File: config.mk
export PLATFORM = sky130hd
export DESIGN_NAME = mp_uart
export DESIGN_NICKNAME = d
export VERILOG_FILES = /design/src/rtl/mp_uart_pkg.sv /design/src/rtl/mp_uart_dp.sv /design/src/rtl/mp_uart_ctrl.sv /design/src/rtl/mp_uart.sv
export SDC_FILE = /design/constraint.sdc
export NUM_CORES = 1
export LEC_CHECK = 0
export BUFFER_PORTS_ARGS = -buffer_cell sky130_fd_sc_hd__clkbuf_2
export CAP_MARGIN = 5
export CORE_UTILIZATION = 50
export DETAILED_ROUTE_END_ITERATION = 8
export PLACE_DENSITY = 0.8
export SETUP_SLACK_MARGIN = 0.02
export SLEW_MARGIN = 20
export SYNTH_ARGS = -nofsm -noshare
export SYNTH_HDL_FRONTEND = slang
export SYNTH_HIERARCHICAL = 1
export SYNTH_SLANG_ARGS = --single-unit
File: constraint.sdc
create_clock -name clk -period 1.5 [get_ports clk]
set_input_delay 0.3 -clock clk [delete_from_list [all_inputs] [get_ports clk]]
set_output_delay 0.3 -clock clk [all_outputs]
set_load 0.005 [all_outputs]
File: src/rtl/mp_uart_pkg.sv
package mp_uart_pkg;
  localparam int DATA_W = 8;

  localparam logic [1:0] ADDR_CTRL = 2'd0;
  localparam logic [1:0] ADDR_STAT = 2'd1;
  localparam logic [1:0] ADDR_TXD  = 2'd2;
  localparam logic [1:0] ADDR_RXD  = 2'd3;

  // control bits
  localparam int C_TXEN   = 0;
  localparam int C_RXEN   = 1;
  localparam int C_WAIT   = 2;
  localparam int C_TXMPB  = 3;
  localparam int C_IETXE  = 4;
  localparam int C_IETXD  = 5;
  localparam int C_IERXF  = 6;
  localparam int C_IERXE  = 7;

  // status bits
  localparam int S_TXEMPTY = 0;
  localparam int S_TXEND   = 1;
  localparam int S_RXFULL  = 2;
  localparam int S_FERR    = 3;
  localparam int S_OERR    = 4;
  localparam int S_RXMPB   = 5;

  typedef struct packed {
    logic              txLoad;
    logic [DATA_W-1:0] txByte;
    logic              txMpb;
    logic              rxEnable;
  } ctrlStrobe_t;

  typedef struct packed {
    logic              txBusy;
    logic              txDone;
    logic              rxDone;
    logic [DATA_W-1:0] rxByte;
    logic              rxMpb;
    logic              rxStopOk;
  } dpEvent_t;
endpackage

File: src/rtl/mp_uart_dp.sv
module mp_uart_dp
  import mp_uart_pkg::*;
#(
  parameter int OVERSAMPLE = 16
) (
  input  logic        clk,
  input  logic        rstN,
  input  logic        tick,
  input  logic        rxd,
  input  ctrlStrobe_t cs,
  output dpEvent_t    ev,
  output logic        txd
);
  localparam int FRAME_BITS = DATA_W + 3;
  localparam int SAMP_W     = DATA_W + 2;
  localparam int TICK_W     = $clog2(OVERSAMPLE);
  localparam int BIT_W      = $clog2(FRAME_BITS + 1);
  localparam logic [TICK_W-1:0] TICK_LAST = TICK_W'(OVERSAMPLE - 1);
  localparam logic [TICK_W-1:0] TICK_MID  = TICK_W'(OVERSAMPLE / 2 - 1);
  localparam logic [BIT_W-1:0]  IDX_LAST  = BIT_W'(FRAME_BITS - 1);

  // transmitter
  logic [FRAME_BITS-1:0] txSh;
  logic [TICK_W-1:0]     txTick;
  logic [BIT_W-1:0]      txIdx;
  logic                  txBusy, txDone;

  always_ff @(posedge clk or negedge rstN) begin
    if (!rstN) begin
      txSh   <= '1;
      txTick <= '0;
      txIdx  <= '0;
      txBusy <= 1'b0;
      txDone <= 1'b0;
    end else begin
      txDone <= 1'b0;
      if (cs.txLoad && !txBusy) begin
        txSh   <= {1'b1, cs.txMpb, cs.txByte, 1'b0};
        txTick <= '0;
        txIdx  <= '0;
        txBusy <= 1'b1;
      end else if (txBusy && tick) begin
        if (txTick == TICK_LAST) begin
          txTick <= '0;
          txSh   <= {1'b1, txSh[FRAME_BITS-1:1]};
          if (txIdx == IDX_LAST) begin
            txBusy <= 1'b0;
            txDone <= 1'b1;
          end else begin
            txIdx <= txIdx + 1'b1;
          end
        end else begin
          txTick <= txTick + 1'b1;
        end
      end
    end
  end

  assign txd = txBusy ? txSh[0] : 1'b1;

  // receiver
  logic              rxMeta, rxSync, rxPrev;
  logic              rxBusy, rxDone, rxMpb, rxStopOk;
  logic [TICK_W-1:0] rxTick;
  logic [BIT_W-1:0]  rxIdx;
  logic [SAMP_W-1:0] rxSh, rxNext;
  logic [DATA_W-1:0] rxByte;

  assign rxNext = {rxSync, rxSh[SAMP_W-1:1]};

  always_ff @(posedge clk or negedge rstN) begin
    if (!rstN) begin
      rxMeta   <= 1'b1;
      rxSync   <= 1'b1;
      rxPrev   <= 1'b1;
      rxBusy   <= 1'b0;
      rxDone   <= 1'b0;
      rxTick   <= '0;
      rxIdx    <= '0;
      rxSh     <= '0;
      rxByte   <= '0;
      rxMpb    <= 1'b0;
      rxStopOk <= 1'b0;
    end else begin
      rxMeta <= rxd;
      rxSync <= rxMeta;
      rxPrev <= rxSync;
      rxDone <= 1'b0;
      if (!cs.rxEnable) begin
        rxBusy <= 1'b0;
      end else if (!rxBusy) begin
        if (rxPrev && !rxSync) begin
          rxBusy <= 1'b1;
          rxTick <= '0;
          rxIdx  <= '0;
        end
      end else if (tick) begin
        if (rxTick == TICK_MID) begin
          if (rxIdx == '0) begin
            if (rxSync) rxBusy <= 1'b0;  // glitch, not a start bit
          end else begin
            rxSh <= rxNext;
            if (rxIdx == IDX_LAST) begin
              rxBusy   <= 1'b0;
              rxDone   <= 1'b1;
              rxByte   <= rxNext[DATA_W-1:0];
              rxMpb    <= rxNext[DATA_W];
              rxStopOk <= rxNext[DATA_W+1];
            end
          end
        end
        if (rxTick == TICK_LAST) begin
          rxTick <= '0;
          rxIdx  <= rxIdx + 1'b1;
        end else begin
          rxTick <= rxTick + 1'b1;
        end
      end
    end
  end

  always_comb begin
    ev.txBusy   = txBusy;
    ev.txDone   = txDone;
    ev.rxDone   = rxDone;
    ev.rxByte   = rxByte;
    ev.rxMpb    = rxMpb;
    ev.rxStopOk = rxStopOk;
  end
endmodule

File: src/rtl/mp_uart_ctrl.sv
module mp_uart_ctrl
  import mp_uart_pkg::*;
(
  input  logic              clk,
  input  logic              rstN,
  input  logic              busSel,
  input  logic              busWr,
  input  logic              busRd,
  input  logic [1:0]        busAddr,
  input  logic [DATA_W-1:0] busWdata,
  output logic [DATA_W-1:0] busRdata,
  input  dpEvent_t          ev,
  output ctrlStrobe_t       cs,
  output logic [7:0]        ctrlReg,
  output logic [7:0]        statVec,
  output logic              irqTxEmpty,
  output logic              irqTxEnd,
  output logic              irqRxFull,
  output logic              irqRxErr
);
  logic [DATA_W-1:0] txBuf, rxBuf;
  logic [7:0] armed, clrOk;
  logic fTxEmpty, fTxEnd, fRxFull, fFerr, fOerr, rxMpbStat;
  logic wrCtrl, wrStat, wrTx, rdStat, accept;

  assign wrCtrl = busSel && busWr && (busAddr == ADDR_CTRL);
  assign wrStat = busSel && busWr && (busAddr == ADDR_STAT);
  assign wrTx   = busSel && busWr && (busAddr == ADDR_TXD);
  assign rdStat = busSel && busRd && (busAddr == ADDR_STAT);
  assign clrOk  = wrStat ? (armed & ~busWdata) : 8'h00;

  assign statVec = {2'b00, rxMpbStat, fOerr, fFerr, fRxFull, fTxEnd,
                    fTxEmpty | ~ctrlReg[C_TXEN]};

  assign accept = ev.rxDone && ctrlReg[C_RXEN] && (!ctrlReg[C_WAIT] || ev.rxMpb);

  always_comb begin
    cs.txLoad   = ctrlReg[C_TXEN] && !fTxEmpty && !ev.txBusy;
    cs.txByte   = txBuf;
    cs.txMpb    = ctrlReg[C_TXMPB];
    cs.rxEnable = ctrlReg[C_RXEN];
  end

  always_ff @(posedge clk or negedge rstN) begin
    if (!rstN) begin
      ctrlReg   <= '0;
      txBuf     <= '0;
      rxBuf     <= '0;
      armed     <= '0;
      fTxEmpty  <= 1'b1;
      fTxEnd    <= 1'b1;
      fRxFull   <= 1'b0;
      fFerr     <= 1'b0;
      fOerr     <= 1'b0;
      rxMpbStat <= 1'b0;
    end else begin
      if (wrCtrl) ctrlReg <= busWdata;
      if (wrTx)   txBuf   <= busWdata;

      if (wrStat)      armed <= '0;
      else if (rdStat) armed <= armed | statVec;

      if (!ctrlReg[C_TXEN] || cs.txLoad) fTxEmpty <= 1'b1;
      else if (clrOk[S_TXEMPTY])        fTxEmpty <= 1'b0;

      if (cs.txLoad)                             fTxEnd <= 1'b0;
      else if (ev.txDone && statVec[S_TXEMPTY])  fTxEnd <= 1'b1;
      else if (clrOk[S_TXEND])                   fTxEnd <= 1'b0;

      if (clrOk[S_RXFULL]) fRxFull <= 1'b0;
      if (clrOk[S_FERR])   fFerr   <= 1'b0;
      if (clrOk[S_OERR])   fOerr   <= 1'b0;

      if (accept) begin
        rxMpbStat <= ev.rxMpb;
        if (ctrlReg[C_WAIT]) ctrlReg[C_WAIT] <= 1'b0;
        if (fRxFull) begin
          fOerr <= 1'b1;
        end else begin
          rxBuf   <= ev.rxByte;
          fRxFull <= 1'b1;
          if (!ev.rxStopOk) fFerr <= 1'b1;
        end
      end
    end
  end

  always_comb begin
    case (busAddr)
      ADDR_CTRL: busRdata = ctrlReg;
      ADDR_STAT: busRdata = statVec;
      ADDR_TXD:  busRdata = txBuf;
      default:   busRdata = rxBuf;
    endcase
  end

  assign irqTxEmpty = ctrlReg[C_IETXE] && statVec[S_TXEMPTY];
  assign irqTxEnd   = ctrlReg[C_IETXD] && fTxEnd;
  assign irqRxFull  = ctrlReg[C_IERXF] && fRxFull;
  assign irqRxErr   = ctrlReg[C_IERXE] && (fFerr || fOerr);
endmodule

File: src/rtl/mp_uart.sv
module mp_uart
  import mp_uart_pkg::*;
#(
  parameter int OVERSAMPLE = 16
) (
  input  logic       clk,
  input  logic       rstN,
  input  logic       tick16,
  input  logic       busSel,
  input  logic       busWr,
  input  logic       busRd,
  input  logic [1:0] busAddr,
  input  logic [7:0] busWdata,
  output logic [7:0] busRdata,
  output logic       txd,
  input  logic       rxd,
  output logic       irqTxEmpty,
  output logic       irqTxEnd,
  output logic       irqRxFull,
  output logic       irqRxErr
);
  ctrlStrobe_t cs;
  dpEvent_t    ev;
  logic [7:0]  ctrlReg, statVec;

  mp_uart_ctrl i_ctrl (
    .clk(clk), .rstN(rstN), .busSel(busSel), .busWr(busWr), .busRd(busRd),
    .busAddr(busAddr), .busWdata(busWdata), .busRdata(busRdata),
    .ev(ev), .cs(cs), .ctrlReg(ctrlReg), .statVec(statVec),
    .irqTxEmpty(irqTxEmpty), .irqTxEnd(irqTxEnd),
    .irqRxFull(irqRxFull), .irqRxErr(irqRxErr)
  );

  mp_uart_dp #(.OVERSAMPLE(OVERSAMPLE)) i_dp (
    .clk(clk), .rstN(rstN), .tick(tick16), .rxd(rxd),
    .cs(cs), .ev(ev), .txd(txd)
  );
endmodule

* Yosys cells after proc, flatten, opt, wreduce, memory -nomap -nowiden
Cells that the tools add are included.
** Word-level totals
- Bits in registers :: 92
- Logic and storage cells :: 153
- Input bits :: 17
** Operators by class
- Equal/unequal tests :: 10
- Add/sub/neg operators :: 4
- Reduce and logical (&&, ||, !) cells :: 43
- Muxes and demuxes :: 62
- Bitwise gates (word level) :: 7
** Operators with widths (number)
- 4-bit 2-to-1 mux :: 14
- 1-bit 2-to-1 mux :: 40
- 11-bit 2-to-1 mux :: 3
- 8-bit one-hot mux with 3 select lines :: 1
- 1-bit logical AND :: 18
- 4-bit by 1-bit adder with 4-bit output (second input constant) :: 4
- 4-bit equality test (second input constant) :: 4
- 8-bit 2-to-1 mux :: 2
- 2-bit nonzero test :: 6
- 3-bit AND reduction :: 3
- 8-bit by 6-bit OR with 8-bit output :: 1
- 6-bit AND reduction :: 1
- 5-bit bitwise AND :: 1
- 1-bit zero test :: 5
- 5-bit 2-to-1 mux :: 1
- 5-bit NOT :: 1
- 5-bit AND reduction :: 1
- 4-bit by 3-bit equality test with 1-bit output (second input constant) :: 1
- 4-bit zero test :: 1
- 2-bit inequality test (second input constant) :: 2
- 2-bit AND reduction :: 2
- 4-bit AND reduction :: 1
- 1-bit logical OR :: 3
- 3-bit 2-to-1 mux :: 1
- 7 further kinds :: 9

* Depth between registers and ports, before layout
Gate-level depths: netlist (run 1).
- Word-level depth :: 7
- Mapped depth :: 7

* By module
The synthesis (run 1) kept the hierarchy.
** Modules (own cells, without submodules)
- mp_uart_dp :: cells each 217, instances 1, area an instance 2437.3 µm²
- mp_uart_ctrl :: cells each 125, instances 1, area an instance 1722.9 µm²

* Least setup slack after synthesis (run 1)
Ideal clock, no wire load.
- Kind :: register to register
- Start point :: register i_dp.rxTick[1]
- End point :: register i_dp.rxByte[1]
- Setup slack :: -0.009 ns
- Library setup time :: 0.125 ns
- Cell stages (with the launch flop) :: 6
- Arrival :: 1.384 ns
- Cell sequence :: dfrtp_1 > ha_1 > and4_4 > nand3_2 > buf_6 > mux2_4
** Between the ends
- Cells in the longest elaborated chain, start to end :: 2
** RTL lines
- start: declaration :: line mp_uart_dp.sv:64 : logic [TICK_W-1:0] rxTick;
- start signal: assignment :: line mp_uart_dp.sv:116 : rxTick <= rxTick + 1'b1;
- 4-bit by 3-bit equality test with 1-bit output :: line mp_uart_dp.sv:98 : if (rxTick == TICK_MID) begin
- 6-bit AND reduction (no source line)
- end signal: assignment :: line mp_uart_dp.sv:106 : rxByte <= rxNext[DATA_W-1:0];
- end: declaration :: line mp_uart_dp.sv:67 : logic [DATA_W-1:0] rxByte;
Every way passes these cells.
A chain may end at the register's enable or synchronous reset.

* Worst setup path in the final report (run 1)
- Start point :: register i_ctrl.fTxEmpty
- End point :: output busRdata[0]
** Between the ends
- Cells in the longest elaborated chain, start to end :: 2
** RTL lines
- start: declaration :: line mp_uart_ctrl.sv:23 : logic fTxEmpty, fTxEnd, fRxFull, fFerr, fOerr, rxMpbStat;
- start signal: assignment :: line mp_uart_ctrl.sv:50 : fTxEmpty <= 1'b1;
- start signal: assignment :: line mp_uart_ctrl.sv:63 : if (!ctrlReg[C_TXEN] || cs.txLoad) fTxEmpty <= 1'b1;
- start signal: assignment :: line mp_uart_ctrl.sv:64 : else if (clrOk[S_TXEMPTY]) fTxEmpty <= 1'b0;
- 1-bit OR :: line mp_uart_ctrl.sv:33 : fTxEmpty | ~ctrlReg[C_TXEN]};
- net statVec[0] :: line mp_uart.sv:24 : logic [7:0] ctrlReg, statVec;
- 8-bit one-hot mux with 3 select lines :: line mp_uart_ctrl.sv:89 : case (busAddr)
- end: declaration :: line mp_uart.sv:14 : output logic [7:0] busRdata,
The timed path passes the listed nets, and every way through them passes these cells.

==> impl_table.tex, run 1 <==
\begin{tabular}{lr}
\hline
Metric & Value \\
\hline
\multicolumn{2}{l}{\textbf{Worst setup path}} \\
\quad Worst setup EP type & output pin \\
\quad Worst endpoint required time & $\sim$1.2 ns \\
\quad Reg2reg setup slack & -0.09 ns \\
\quad Critical Path, Cell by Cell & nand2b\_4 > mux4\_2 > clkbuf\_2 \\
\quad Sort of element at the start of the critical path & flop \\
\quad Biggest fanout along the worst timing path & 3 \\
\quad Number of cell instances on the worst register-to-register path & 7 \\
\quad Critical-path cell with the highest stage delay & sky130\_fd\_sc\_hd\_\_mux4\_2 \\
\quad Worst r2r src & i\_ctrl/fTxEmpty \\
\quad Worst path arrival time & around 1.5 ns \\
\quad Worst setup path class & flop to output pin \\
\quad Worst reg2reg endpoint & i\_dp/txSh[2] \\
\quad Crit path largest cell delay & roughly 0.47 ns \\
\multicolumn{2}{l}{\textbf{Worst hold path}} \\
\quad Type of the worst min-delay path & primary input to flop \\
\quad Worst hold start & rxd \\
\quad Hold path depth & 1 \\
\quad Hold path endpoint & i\_dp/rxMeta \\
\multicolumn{2}{l}{\textbf{Clocking}} \\
\quad Clock slew seen by the registers of the worst setup and hold paths & roughly 0.1 ns \\
\quad Clock sink count & 87 \\
\quad Clock tree from TritonCTS & yes \\
\quad Clock Tree Root & sky130\_fd\_sc\_hd\_\_clkbuf\_8 \\
\quad Count of H-tree levels built during CTS & 3 \\
\quad Number of CTS-inserted buffers & 9 \\
\quad Buffer levels on the longest clock path & 2 \\
\quad Clock insertion delay at the later pin of the skew report & 0.35 ns \\
\multicolumn{2}{l}{\textbf{Synthesis}} \\
\quad Synth Cell Area & 0.00409 sq mm \\
\quad Post-synthesis area per instance & roughly 12 sq um \\
\quad Post-Synthesis Cells & between 300 and 400 \\
\quad Number of nets in the synthesized netlist & roughly 360 \\
\quad Synthesis Warnings & 6 \\
\multicolumn{2}{l}{\textbf{Final layout}} \\
\quad Area of combinational cells with multiple inputs & 0.00202 sq mm \\
\quad Layout cells sized above 1 & 0.553 \\
\quad Area grow syn2layout & 35.7\% \\
\quad Fill cell total of the finished layout & roughly 470 \\
\quad Utilization of the core after routing & 0.711 \\
\quad Fin nets & between 400 and 500 \\
\quad Number of antenna diodes & 0 \\
\quad Footprint of the flip-flops and latches & between 0.002 and 0.0025 sq mm \\
\multicolumn{2}{l}{\textbf{Routing}} \\
\quad DR DRC count & 0 \\
\quad Per-cell via count in the routed design & between 5 and 6 \\
\quad Vias & 3,141 \\
\quad Routed wirelength normalized by instance count & between 15 and 20 um \\
\quad Routed wire length & 10,800 um \\
\quad Remaining antenna violation count after routing & 0 \\
\quad Initial detailed-routing violation count & 170 \\
\quad First-pass DRT Iterations & 4 \\
\multicolumn{2}{l}{\textbf{Timing}} \\
\quad Pin slew with the least headroom to its limit & between 0.3 and 0.4 ns \\
\quad Min Hold Slack & 0.0199 ns \\
\quad Hold Fails Final Rpt & 0 \\
\quad Relative max-transition margin & 0.766 \\
\quad Final critical-path setup slack & -0.284 ns \\
\quad Final period util & 1.19 \\
\quad Setup-failing EPs final & 28 \\
\quad Post-route clock skew & $\sim$0.015 ns \\
\quad Final Critical Period & about 1.8 ns \\
\quad Final count of pins violating max slew & 0 \\
\quad RSZ-0062 raised after global routing & true \\
\quad Fmax & approximately 560 MHz \\
\multicolumn{2}{l}{\textbf{Placement}} \\
\quad Gpl congestion & approximately 0.78 \\
\quad DP HPWL & between 5000 and 6000 um \\
\quad Total of buffers placed on input and output ports & 29 \\
\multicolumn{2}{l}{\textbf{Global route}} \\
\quad GRT Residual Overflow & 0 \\
\quad Vias in the first global route & between 3k and 4k \\
\quad Number of antenna violations at the first check in global routing & 0 \\
\quad Total global routing track utilization & 0.233 \\
\quad Busiest layer in global routing & met2 \\
\quad Global-route met2 utilization & 0.403 \\
\quad Met1 capacity usage during global routing & 0.289 \\
\quad Global-route wire length before repair & 15,300 um \\
\quad Met3 global-route usage & 0.0501 \\
\quad Maximum number of pins on one net before global-route repair & between 40 and 50 \\
\multicolumn{2}{l}{\textbf{Run status}} \\
\quad Violated checks & setup timing \\
\quad Run status & complete, but fails checks \\
\multicolumn{2}{l}{\textbf{Floorplan}} \\
\quad Total die area & approximately 0.0085 sq mm \\
\quad Area of the core & around 0.0078 sq mm \\
\quad Chip Width & a little over 90 um \\
\quad Number of rows created at floorplan & 32 \\
\quad Initial core utilization & 0.524 \\
\quad Die Ht & a little over 90 um \\
\quad Number of placed I/O pins & 30 \\
\multicolumn{2}{l}{\textbf{Pwr}} \\
\quad Leak pwr & around 2.7 nW \\
\quad Peak supply drop & 767 uV \\
\quad Power density of the placed cells & roughly 1100 mW/mm\^{}2 \\
\multicolumn{2}{l}{\textbf{Run}} \\
\quad Reported max-cap violation count & 0 \\
\hline
\end{tabular}
[flip-flops by register name, summed over array words and instances, names as in the netlist, 5 cells and up]
signal          flops
i_ctrl/armed        5
i_ctrl/ctrlReg      8
i_dp/txSh          10
i_ctrl/txBuf        8
i_ctrl/rxBuf        8
i_dp/rxByte         8
i_dp/rxSh           9
[metrics by stage]
stage / area, sq um / setup WS (ns) / TNS, ns / total power, mW / cells
2_1_floorplan: 4090 / 0.00560 / 0 / 3.49 / 332
3_3_place_gp: 4560 / -0.0671 / -0.188 / 3.93 / 480
5_1_grt: 5550 / -0.317 / -3.20 / 6.39 / 549
4_1_cts: 5230 / -0.262 / -1.63 / 5.85 / 535
6_report: 5550 / -0.284 / -2.05 / 6.10 / 549
3_5_place_dp: 4560 / -0.0752 / -0.999 / 4.01 / 480
[what timing repair did]
item | in CTS | in global routing
resized for setup | 42 | 46
hold buffers | 1 | 0
gates cloned | 2 | 2
endpoints found under the setup margin | 49 | 48
pin swaps | 12 | 16
hold endpoints to repair | 17 | 0
setup buffers | 36 | 14
[worst max-delay path: cells and delay by family (launching register included)]
| kind | cells | cell delay (ns) |
|---|---|---|
| buffers and inverters | 1 | 0.13 |
| flip-flops | 1 | 0.38 |
| multiplexers | 1 | 0.47 |
| AND/OR/NAND/NOR | 1 | 0.14 |
[power breakdown]
part / internal [mW] / switching (mW) / total (mW)
combinational: 0.901 / 0.750 / 1.65
sequential: 2.68 / 0.239 / 2.91
clock: 0.671 / 0.868 / 1.54
total: 4.25 / 1.86 / 6.10
[cells in the final DEF (no fill, tap or decap), drive strengths merged, types with 2 or more instances in the layout]
| cell type | n |
|---|---|
| inv | 13 |
| o31ai | 2 |
| mux4 | 6 |
| nand2 | 30 |
| a31oi | 8 |
| and2 | 3 |
| and4b | 3 |
| mux2 | 46 |
| o21ai | 19 |
| or3 | 2 |
| nand2b | 3 |
| dfrtp | 72 |
| nand3 | 13 |
| clkinvlp | 2 |
| nor2 | 25 |
| a21boi | 2 |
| buf | 86 |
| a21o | 2 |
| a21oi | 14 |
| and4 | 2 |
| dfstp | 15 |
| a22o | 5 |
| ha | 7 |
| clkbuf | 38 |
| xnor2 | 2 |
| and4bb | 2 |
| nor2b | 6 |
| o2bb2ai | 2 |
| mux2i | 2 |
| nand3b | 2 |
[how the worst max path moves through the flow]
stage	startpoint	to	slack, ns
after floorplan	i_dp/rxTick[1]	i_dp/rxByte[1]	0.006
after global placement	busAddr[0]	busRdata[7]	-0.07
after detailed placement	busAddr[0]	busRdata[7]	-0.08
after CTS	i_ctrl/fTxEmpty	busRdata[0]	-0.26
after global routing	i_ctrl/fTxEmpty	busRdata[0]	-0.32
final	i_ctrl/fTxEmpty	busRdata[0]	-0.28
[layout make-up]
class | instances | area share
clock buffer | 10 | 0.0248
sequential | 87 | 0.396
tap | 102 | 0.0230
inverter | 9 | 0.00609
clock inverter | 6 | 0.00902
multi-input combinational | 220 | 0.364
timing repair buffer | 115 | 0.176
[per-layer routing]
metal / part of all wire / vias to the layer above
met3: 0.039 / 32
met4: 0.033 / 0
li1: - / 1407
met1: 0.39 / 1597
met2: 0.54 / 105
met5: 0 / -
(Power assumes the default switching activity.)
==> inputs of run 2 (changes only) <==
--- a/config.mk
+++ b/config.mk
@@ -7,6 +7,7 @@
 export LEC_CHECK = 0
 export BUFFER_PORTS_ARGS = -buffer_cell sky130_fd_sc_hd__clkbuf_2
 export CAP_MARGIN = 5
+export CORE_ASPECT_RATIO = 1.25
 export CORE_UTILIZATION = 50
 export DETAILED_ROUTE_END_ITERATION = 8
 export PLACE_DENSITY = 0.8
==> run 2 against run 1 <==
  * Total power is 1.0% higher
  * The flow still finishes with violations (setup timing)
  * Highest routed layer unchanged
  * Die area is essentially flat
  * Routed wire length is 1.3% higher
  * Utilization down 1.7 points
  * Critical endpoint unchanged
  * Sequential power about the same
  * Global-route usage increased by 0.19 points
  * Largest power group unchanged
  * Worst setup slack improved by 0.0024 ns
  * Clock power grew 8%
==> impl_table.tex, run 2 (same netlist as run 1, synthesis figures left out) <==
\begin{tabular}{lr}
\hline
Metric & Value \\
\hline
\multicolumn{2}{l}{\textbf{Final layout}} \\
\quad Area grow syn2layout & 33.7\% \\
\quad Layout cells sized above 1 & 0.550 \\
\quad Leading cell types in the layout, fill and taps excluded & sky130\_fd\_sc\_hd\_\_dfrtp\_1 (70), sky130\_fd\_sc\_hd\_\_buf\_4 (61), sky130\_fd\_sc\_hd\_\_mux2\_2 (28) \\
\quad Leading cell type in the layout, fill and taps excluded & sky130\_fd\_sc\_hd\_\_dfrtp\_1 \\
\quad Final cell count without fillers & 537 \\
\quad Biggest registers after layout & i\_dp/txSh: 10 flops, i\_dp/rxSh: 9 flops \\
\quad Number of antenna diodes & 0 \\
\quad Final non-filler cell area & approximately 0.0055 sq mm \\
\quad Fill cell total of the finished layout & 476 \\
\quad Fin nets & between 400 and 500 \\
\quad Largest register FFs & 10 \\
\quad Register bank with the most flops & i\_dp/txSh \\
\multicolumn{2}{l}{\textbf{Timing}} \\
\quad Setup-failing EPs final & 39 \\
\quad Final period util & 1.19 \\
\quad Pin slew with the least headroom to its limit & 0.427 ns \\
\quad Fmax & between 500 and 600 MHz \\
\quad Min Hold Slack & around 0.034 ns \\
\quad RSZ-0062 raised after global routing & true \\
\quad Final critical-path setup slack & -0.282 ns \\
\quad Relative max-transition margin & 0.713 \\
\quad Final Critical Period & 1.78 ns \\
\quad Post-route clock skew & 0.0119 ns \\
\quad Final count of pins violating max slew & 0 \\
\quad Hold Fails Final Rpt & 0 \\
\multicolumn{2}{l}{\textbf{Floorplan}} \\
\quad Die Ht & about 100 um \\
\quad Number of placed I/O pins & 30 \\
\quad Number of rows created at floorplan & 36 \\
\quad Total die area & approximately 0.0085 sq mm \\
\quad Area of the core & 0.00788 sq mm \\
\quad Chip Width & 82.9 um \\
\quad Initial core utilization & 0.519 \\
\multicolumn{2}{l}{\textbf{Routing}} \\
\quad Remaining antenna violation count after routing & 0 \\
\quad Routed wire length & approximately 11,000 um \\
\quad DR DRC count & 0 \\
\quad Per-cell via count in the routed design & approximately 5.8 \\
\quad Vias & approximately 3.1k \\
\quad First-pass DRT Iterations & 4 \\
\quad Initial detailed-routing violation count & $\sim$300 \\
\quad Routed wirelength normalized by instance count & 20.4 um \\
\multicolumn{2}{l}{\textbf{Clocking}} \\
\quad Clock tree from TritonCTS & yes \\
\quad Clock Tree Root & sky130\_fd\_sc\_hd\_\_clkbuf\_8 \\
\quad Clock sink count & 87 \\
\quad Clock insertion delay at the later pin of the skew report & about 0.35 ns \\
\quad Clock slew seen by the registers of the worst setup and hold paths & approximately 0.090 ns \\
\quad Number of CTS-inserted buffers & 9 \\
\quad Buffer levels on the longest clock path & 2 \\
\quad Count of H-tree levels built during CTS & 3 \\
\multicolumn{2}{l}{\textbf{Global route}} \\
\quad Global-route wire length before repair & roughly 15,000 um \\
\quad Number of antenna violations at the first check in global routing & 0 \\
\quad Total global routing track utilization & 0.235 \\
\quad Vias in the first global route & 3,148 \\
\quad GRT Residual Overflow & 0 \\
\quad Maximum number of pins on one net before global-route repair & 37 \\
\multicolumn{2}{l}{\textbf{Placement}} \\
\quad Cell area after placement & 0.00456 sq mm \\
\quad DP HPWL & 6070 um \\
\quad Inst Count DP & between 400 and 500 \\
\quad Gpl congestion & between 0.7 and 0.8 \\
\quad Pre-CTS WS & -0.0533 ns \\
\quad Total of buffers placed on input and output ports & 29 \\
\multicolumn{2}{l}{\textbf{Run status}} \\
\quad Run status & complete, but fails checks \\
\quad Violated checks & setup timing \\
\multicolumn{2}{l}{\textbf{Pwr}} \\
\quad Power density of the placed cells & 1130 mW/mm\^{}2 \\
\quad Peak supply drop & 771 uV \\
\quad Leak pwr & 2.63 nW \\
\multicolumn{2}{l}{\textbf{Run}} \\
\quad Reported max-cap violation count & 0 \\
\multicolumn{2}{l}{\textbf{Worst setup path}} \\
\quad Worst setup path class & flop to output pin \\
\quad Worst endpoint required time & $\sim$1.2 ns \\
\quad Sort of element at the start of the critical path & flop \\
\quad Worst setup EP type & output pin \\
\quad Worst path arrival time & approximately 1.5 ns \\
\quad Biggest fanout along the worst timing path & 3 \\
\multicolumn{2}{l}{\textbf{Worst hold path}} \\
\quad Type of the worst min-delay path & primary input to flop \\
\hline
\end{tabular}
==> run 2: cell types whose count changed in the layout (fill, tap and decap cells not counted), sizes merged <==
| cell | before | now |
|---|---|---|
| buf | 86 | 80 |
| clkinv | 0 | 3 |
| clkinvlp | 2 | 0 |
| bufinv | 0 | 1 |
| inv | 13 | 12 |
==> run 2: layout make-up <==
type / count / area, sq um / share of cell area
multi-input combinational: 220 / 2000 / 0.366
clock buffer: 9 / 124 / 0.0227
tap: 95 / 119 / 0.0217
sequential: 87 / 2200 / 0.402
clock inverter: 7 / 77.6 / 0.0142
timing repair buffer: 110 / 913 / 0.167
inverter: 9 / 33.8 / 0.00618
==> run 2: path summary, 6_finish.rpt <==
path / start / end / slack [ns] / depth (start not counted)
setup / recovery: i_ctrl/fTxEmpty / busRdata[0] / -0.28 / 3
hold / removal: rxd / i_dp/rxMeta / 0.03 / 1
setup reg to reg: i_ctrl/ctrlReg[1] / i_dp/rxIdx[3] / -0.07 / 6
hold reg to reg: i_dp/rxMeta / i_dp/rxSync / 0.36 / 0
max in group asynchronous: rstN / i_dp/txSh[0] / 0.51 / 3
min in group asynchronous: rstN / i_ctrl/ctrlReg[5] / 0.40 / 2
==> run 2: critical path, stage by stage (launching register included) <==
cell	delay (ns)
sky130_fd_sc_hd__dfstp_2	0.39
sky130_fd_sc_hd__nand2b_4	0.15
sky130_fd_sc_hd__mux4_2	0.47
sky130_fd_sc_hd__clkbuf_2	0.13
==> run 2: stage by stage <==
stage	setup TNS (ns)	utilization	total power, mW
after detailed placement	-0.206	0.579	4.01
final	-2.59	0.693	6.17
after global placement	-0.166	0.579	3.93
after global routing	-4.11	0.693	6.45
after floorplan	0	-	3.49
after CTS	-1.63	0.649	5.89
==> run 2: what timing repair did <==
| item | 4_1_cts | 5_1_grt |
|---|---|---|
| endpoints found under the setup margin | 36 | 57 |
| resized for setup | 27 | 50 |
| pin swaps | 11 | 13 |
| hold buffers | 1 | 0 |
| endpoints found under the hold margin | 18 | 0 |
| gates cloned | 2 | 2 |
| buffers inserted | 28 | 12 |
==> run 2: routing by layer <==
layer,part of all wire,GRT usage,vias to the layer above
li1,-,-,1404
met1,0.37,0.260,1580
met2,0.55,0.435,101
met3,0.035,0.0392,47
met4,0.044,0.131,0
met5,0,0,-
==> run 2: power by group <==
group	total, mW	internal [mW]	switching (mW)
combinational	1.56	0.837	0.725
clock	1.67	0.791	0.883
sequential	2.93	2.68	0.255
total	6.17	4.30	1.86
==> inputs of run 3 (changes only) <==
--- a/config.mk
+++ b/config.mk
@@ -8,9 +8,9 @@
 export BUFFER_PORTS_ARGS = -buffer_cell sky130_fd_sc_hd__clkbuf_2
 export CAP_MARGIN = 5
 export CORE_ASPECT_RATIO = 1.25
-export CORE_UTILIZATION = 50
+export CORE_UTILIZATION = 54
 export DETAILED_ROUTE_END_ITERATION = 8
-export PLACE_DENSITY = 0.8
+export PLACE_DENSITY = 0.75
 export SETUP_SLACK_MARGIN = 0.02
 export SLEW_MARGIN = 20
 export SYNTH_ARGS = -nofsm -noshare
==> run 3 against run 2 <==
  * Global-route usage up 0.58 points
  * Cell area down 1.6%
  * Sequential power about the same
  * Routed wire length down 10%
  * Non-clock buffer count down 8
  * Die area down 7.2%
  * Register-to-register slack worse by 0.07 ns
  * Critical path type unchanged
  * Clock skew up 0.0012 ns
  * Highest routed layer unchanged
  * Via count down 2.2%
  * Critical path depth unchanged
  * The flow still finishes with violations (setup timing)
  * Largest power group unchanged
  * Worst setup slack better by 0.011 ns
  * Worst hold slack better by 0.14 ns
==> impl_table.tex, run 3 (same netlist as run 1, synthesis figures left out) <==
\begin{tabular}{lr}
\hline
Metric & Value \\
\hline
\multicolumn{2}{l}{\textbf{Routing}} \\
\quad Routed wirelength normalized by instance count & approximately 19 um \\
\quad First-pass DRT Iterations & 4 \\
\quad Initial detailed-routing violation count & around 210 \\
\quad Per-cell via count in the routed design & just under 6 \\
\quad DR DRC count & 0 \\
\quad Routed wire length & 9800 um \\
\quad Remaining antenna violation count after routing & 0 \\
\quad Vias & a little over 3k \\
\multicolumn{2}{l}{\textbf{Timing}} \\
\quad Hold Fails Final Rpt & 0 \\
\quad Total Negative Setup Slacks & -3.08 ns \\
\quad Final period util & 1.18 \\
\quad Final Critical Period & 1.77 ns \\
\quad Pin slew with the least headroom to its limit & 0.352 ns \\
\quad Setup-failing EPs final & 30 \\
\quad Relative max-transition margin & 0.765 \\
\quad Min Hold Slack & 0.178 ns \\
\quad Fmax & around 560 MHz \\
\quad Final critical-path setup slack & -0.271 ns \\
\quad Post-route clock skew & 0.0132 ns \\
\quad RSZ-0062 raised after global routing & true \\
\quad Final count of pins violating max slew & 0 \\
\multicolumn{2}{l}{\textbf{Final layout}} \\
\quad Biggest registers after layout & i\_dp/txSh: 10 flops, i\_dp/rxSh: 9 flops \\
\quad Number of antenna diodes & 0 \\
\quad Largest register FFs & 10 \\
\quad Leading cell type in the layout, fill and taps excluded & sky130\_fd\_sc\_hd\_\_dfrtp\_1 \\
\quad Area grow syn2layout & 31.6\% \\
\quad Fin nets & between 400 and 500 \\
\quad Utilization of the core after routing & 0.731 \\
\quad Register bank with the most flops & i\_dp/txSh \\
\quad Leading cell types in the layout, fill and taps excluded & sky130\_fd\_sc\_hd\_\_dfrtp\_1 (69), sky130\_fd\_sc\_hd\_\_buf\_4 (53), sky130\_fd\_sc\_hd\_\_mux2\_2 (28) \\
\quad Fill cell total of the finished layout & between 400 and 500 \\
\quad Layout cells sized above 1 & 0.533 \\
\multicolumn{2}{l}{\textbf{Global route}} \\
\quad Total global routing track utilization & 0.241 \\
\quad Global-route wire length before repair & 14,400 um \\
\quad Number of antenna violations at the first check in global routing & 0 \\
\quad GRT Residual Overflow & 0 \\
\quad Maximum number of pins on one net before global-route repair & 25 \\
\quad Vias in the first global route & about 3.0k \\
\multicolumn{2}{l}{\textbf{Pwr}} \\
\quad Internal power of the cells & just over 4 mW \\
\quad Proportion of power drawn by the clock network & 0.263 \\
\quad Combinational power share & 0.244 \\
\quad Sequential share of power & 0.493 \\
\quad Leak pwr & 2.60 nW \\
\quad Post-layout power & roughly 6.0 mW \\
\quad Sw Ratio & 0.311 \\
\quad Peak supply drop & 738 uV \\
\quad Power density of the placed cells & 1110 mW/mm\^{}2 \\
\quad Switching power of the nets & 1.85 mW \\
\multicolumn{2}{l}{\textbf{Clocking}} \\
\quad Clock Tree Root & sky130\_fd\_sc\_hd\_\_clkbuf\_8 \\
\quad Clock slew seen by the registers of the worst setup and hold paths & roughly 0.1 ns \\
\quad Buffer levels on the longest clock path & 2 \\
\quad Number of CTS-inserted buffers & 9 \\
\quad Clock sink count & between 80 and 90 \\
\quad Count of H-tree levels built during CTS & 3 \\
\quad Clock tree from TritonCTS & yes \\
\quad Clock insertion delay at the later pin of the skew report & $\sim$0.36 ns \\
\multicolumn{2}{l}{\textbf{Worst setup path}} \\
\quad Worst setup path class & flop to output pin \\
\quad Biggest fanout along the worst timing path & 3 \\
\quad Crit path largest cell delay & $\sim$0.46 ns \\
\quad Crit path max-delay family & multiplexers \\
\quad Worst endpoint required time & 1.20 ns \\
\quad Sort of element at the start of the critical path & flop \\
\quad Critical-path cell with the highest stage delay & sky130\_fd\_sc\_hd\_\_mux4\_2 \\
\quad Worst path arrival time & approximately 1.5 ns \\
\quad Sum of buffers and inverters on the critical path & 1 \\
\quad Worst setup EP type & output pin \\
\quad Critical Path, Cell by Cell & nand2b\_4 > mux4\_2 > clkbuf\_2 \\
\multicolumn{2}{l}{\textbf{Floorplan}} \\
\quad Initial core utilization & 0.556 \\
\quad Number of rows created at floorplan & 35 \\
\quad Chip Width & 79.8 um \\
\quad Total die area & roughly 0.0079 sq mm \\
\quad Die Ht & between 90 and 100 um \\
\quad Area of the core & roughly 0.0074 sq mm \\
\quad Number of placed I/O pins & 30 \\
\multicolumn{2}{l}{\textbf{Run}} \\
\quad Reported max-cap violation count & 0 \\
\multicolumn{2}{l}{\textbf{Placement}} \\
\quad Total of buffers placed on input and output ports & 29 \\
\quad Gpl congestion & 0.818 \\
\quad DP HPWL & around 6100 um \\
\quad Pre-CTS WS & -0.105 ns \\
\multicolumn{2}{l}{\textbf{Worst hold path}} \\
\quad Type of the worst min-delay path & primary input to flop \\
\multicolumn{2}{l}{\textbf{Run status}} \\
\quad Violated checks & setup timing \\
\quad Run status & complete, but fails checks \\
\hline
\end{tabular}
run 3: final timing paths:
| kind | start | end | slack, ns | cells past startpoint |
|---|---|---|---|---|
| setup / recovery | i_ctrl/fTxEmpty | busRdata[0] | -0.27 | 3 |
| hold / removal | busWdata[6] | i_ctrl/txBuf[6] | 0.18 | 2 |
| setup reg to reg | i_ctrl/fTxEmpty | i_dp/txSh[2] | -0.14 | 8 |
| hold reg to reg | i_dp/rxMeta | i_dp/rxSync | 0.36 | 0 |
| max in group asynchronous | rstN | i_ctrl/ctrlReg[1] | 0.52 | 3 |
| min in group asynchronous | rstN | i_dp/txIdx[0] | 0.38 | 2 |
run 3: worst register-to-register path, delay by kind of cell (launching register included):
| family | cells | cell delay (ns) |
|---|---|---|
| buffers and inverters | 3 | 0.42 |
| DFF | 1 | 0.38 |
| AOI/OAI and AO/OA | 1 | 0.18 |
| and+or+nand+nor | 4 | 0.57 |
run 3: area by class of cell:
cell class,count,area [sq um],area share
clock buffer,9,124,0.0230
inverter,9,33.8,0.00628
clock inverter,7,63.8,0.0119
tap,92,115,0.0214
multi-input combinational,219,1980,0.368
sequential,87,2200,0.409
timing repair buffer,102,867,0.161
run 3: stage by stage:
stage	cell area, sq um	cells
2_1_floorplan	4090	332
3_3_place_gp	4540	469
3_5_place_dp	4540	469
4_1_cts	5050	513
5_1_grt	5380	525
6_report	5380	525
run 3: what timing repair did:
| item | 4_1_cts | 5_1_grt |
|---|---|---|
| setup buffers | 25 | 11 |
| endpoints found under the setup margin | 53 | 55 |
| gates cloned | 1 | 2 |
| endpoints found under the hold margin | 19 | 0 |
| hold buffers | 2 | 0 |
| resized for setup | 26 | 52 |
| pin swaps | 7 | 23 |
run 3: per-layer routing:
metal	vias up	track usage	wire (um)
met5	-	0	0
met4	0	0.110	309
met3	27	0.0514	476
met2	103	0.418	5300
met1	1553	0.283	3720
li1	1381	-	-
run 3: power by group through the flow:
stage               clock [mW]  combinational (mW)  sequential, mW
floorplan                    0               0.603            2.89
global placement             0               0.990            2.94
detailed placement           0                1.04            2.96
CTS                       1.60                1.27            2.89
global route              1.71                1.57            2.96
finish                    1.57                1.45            2.93
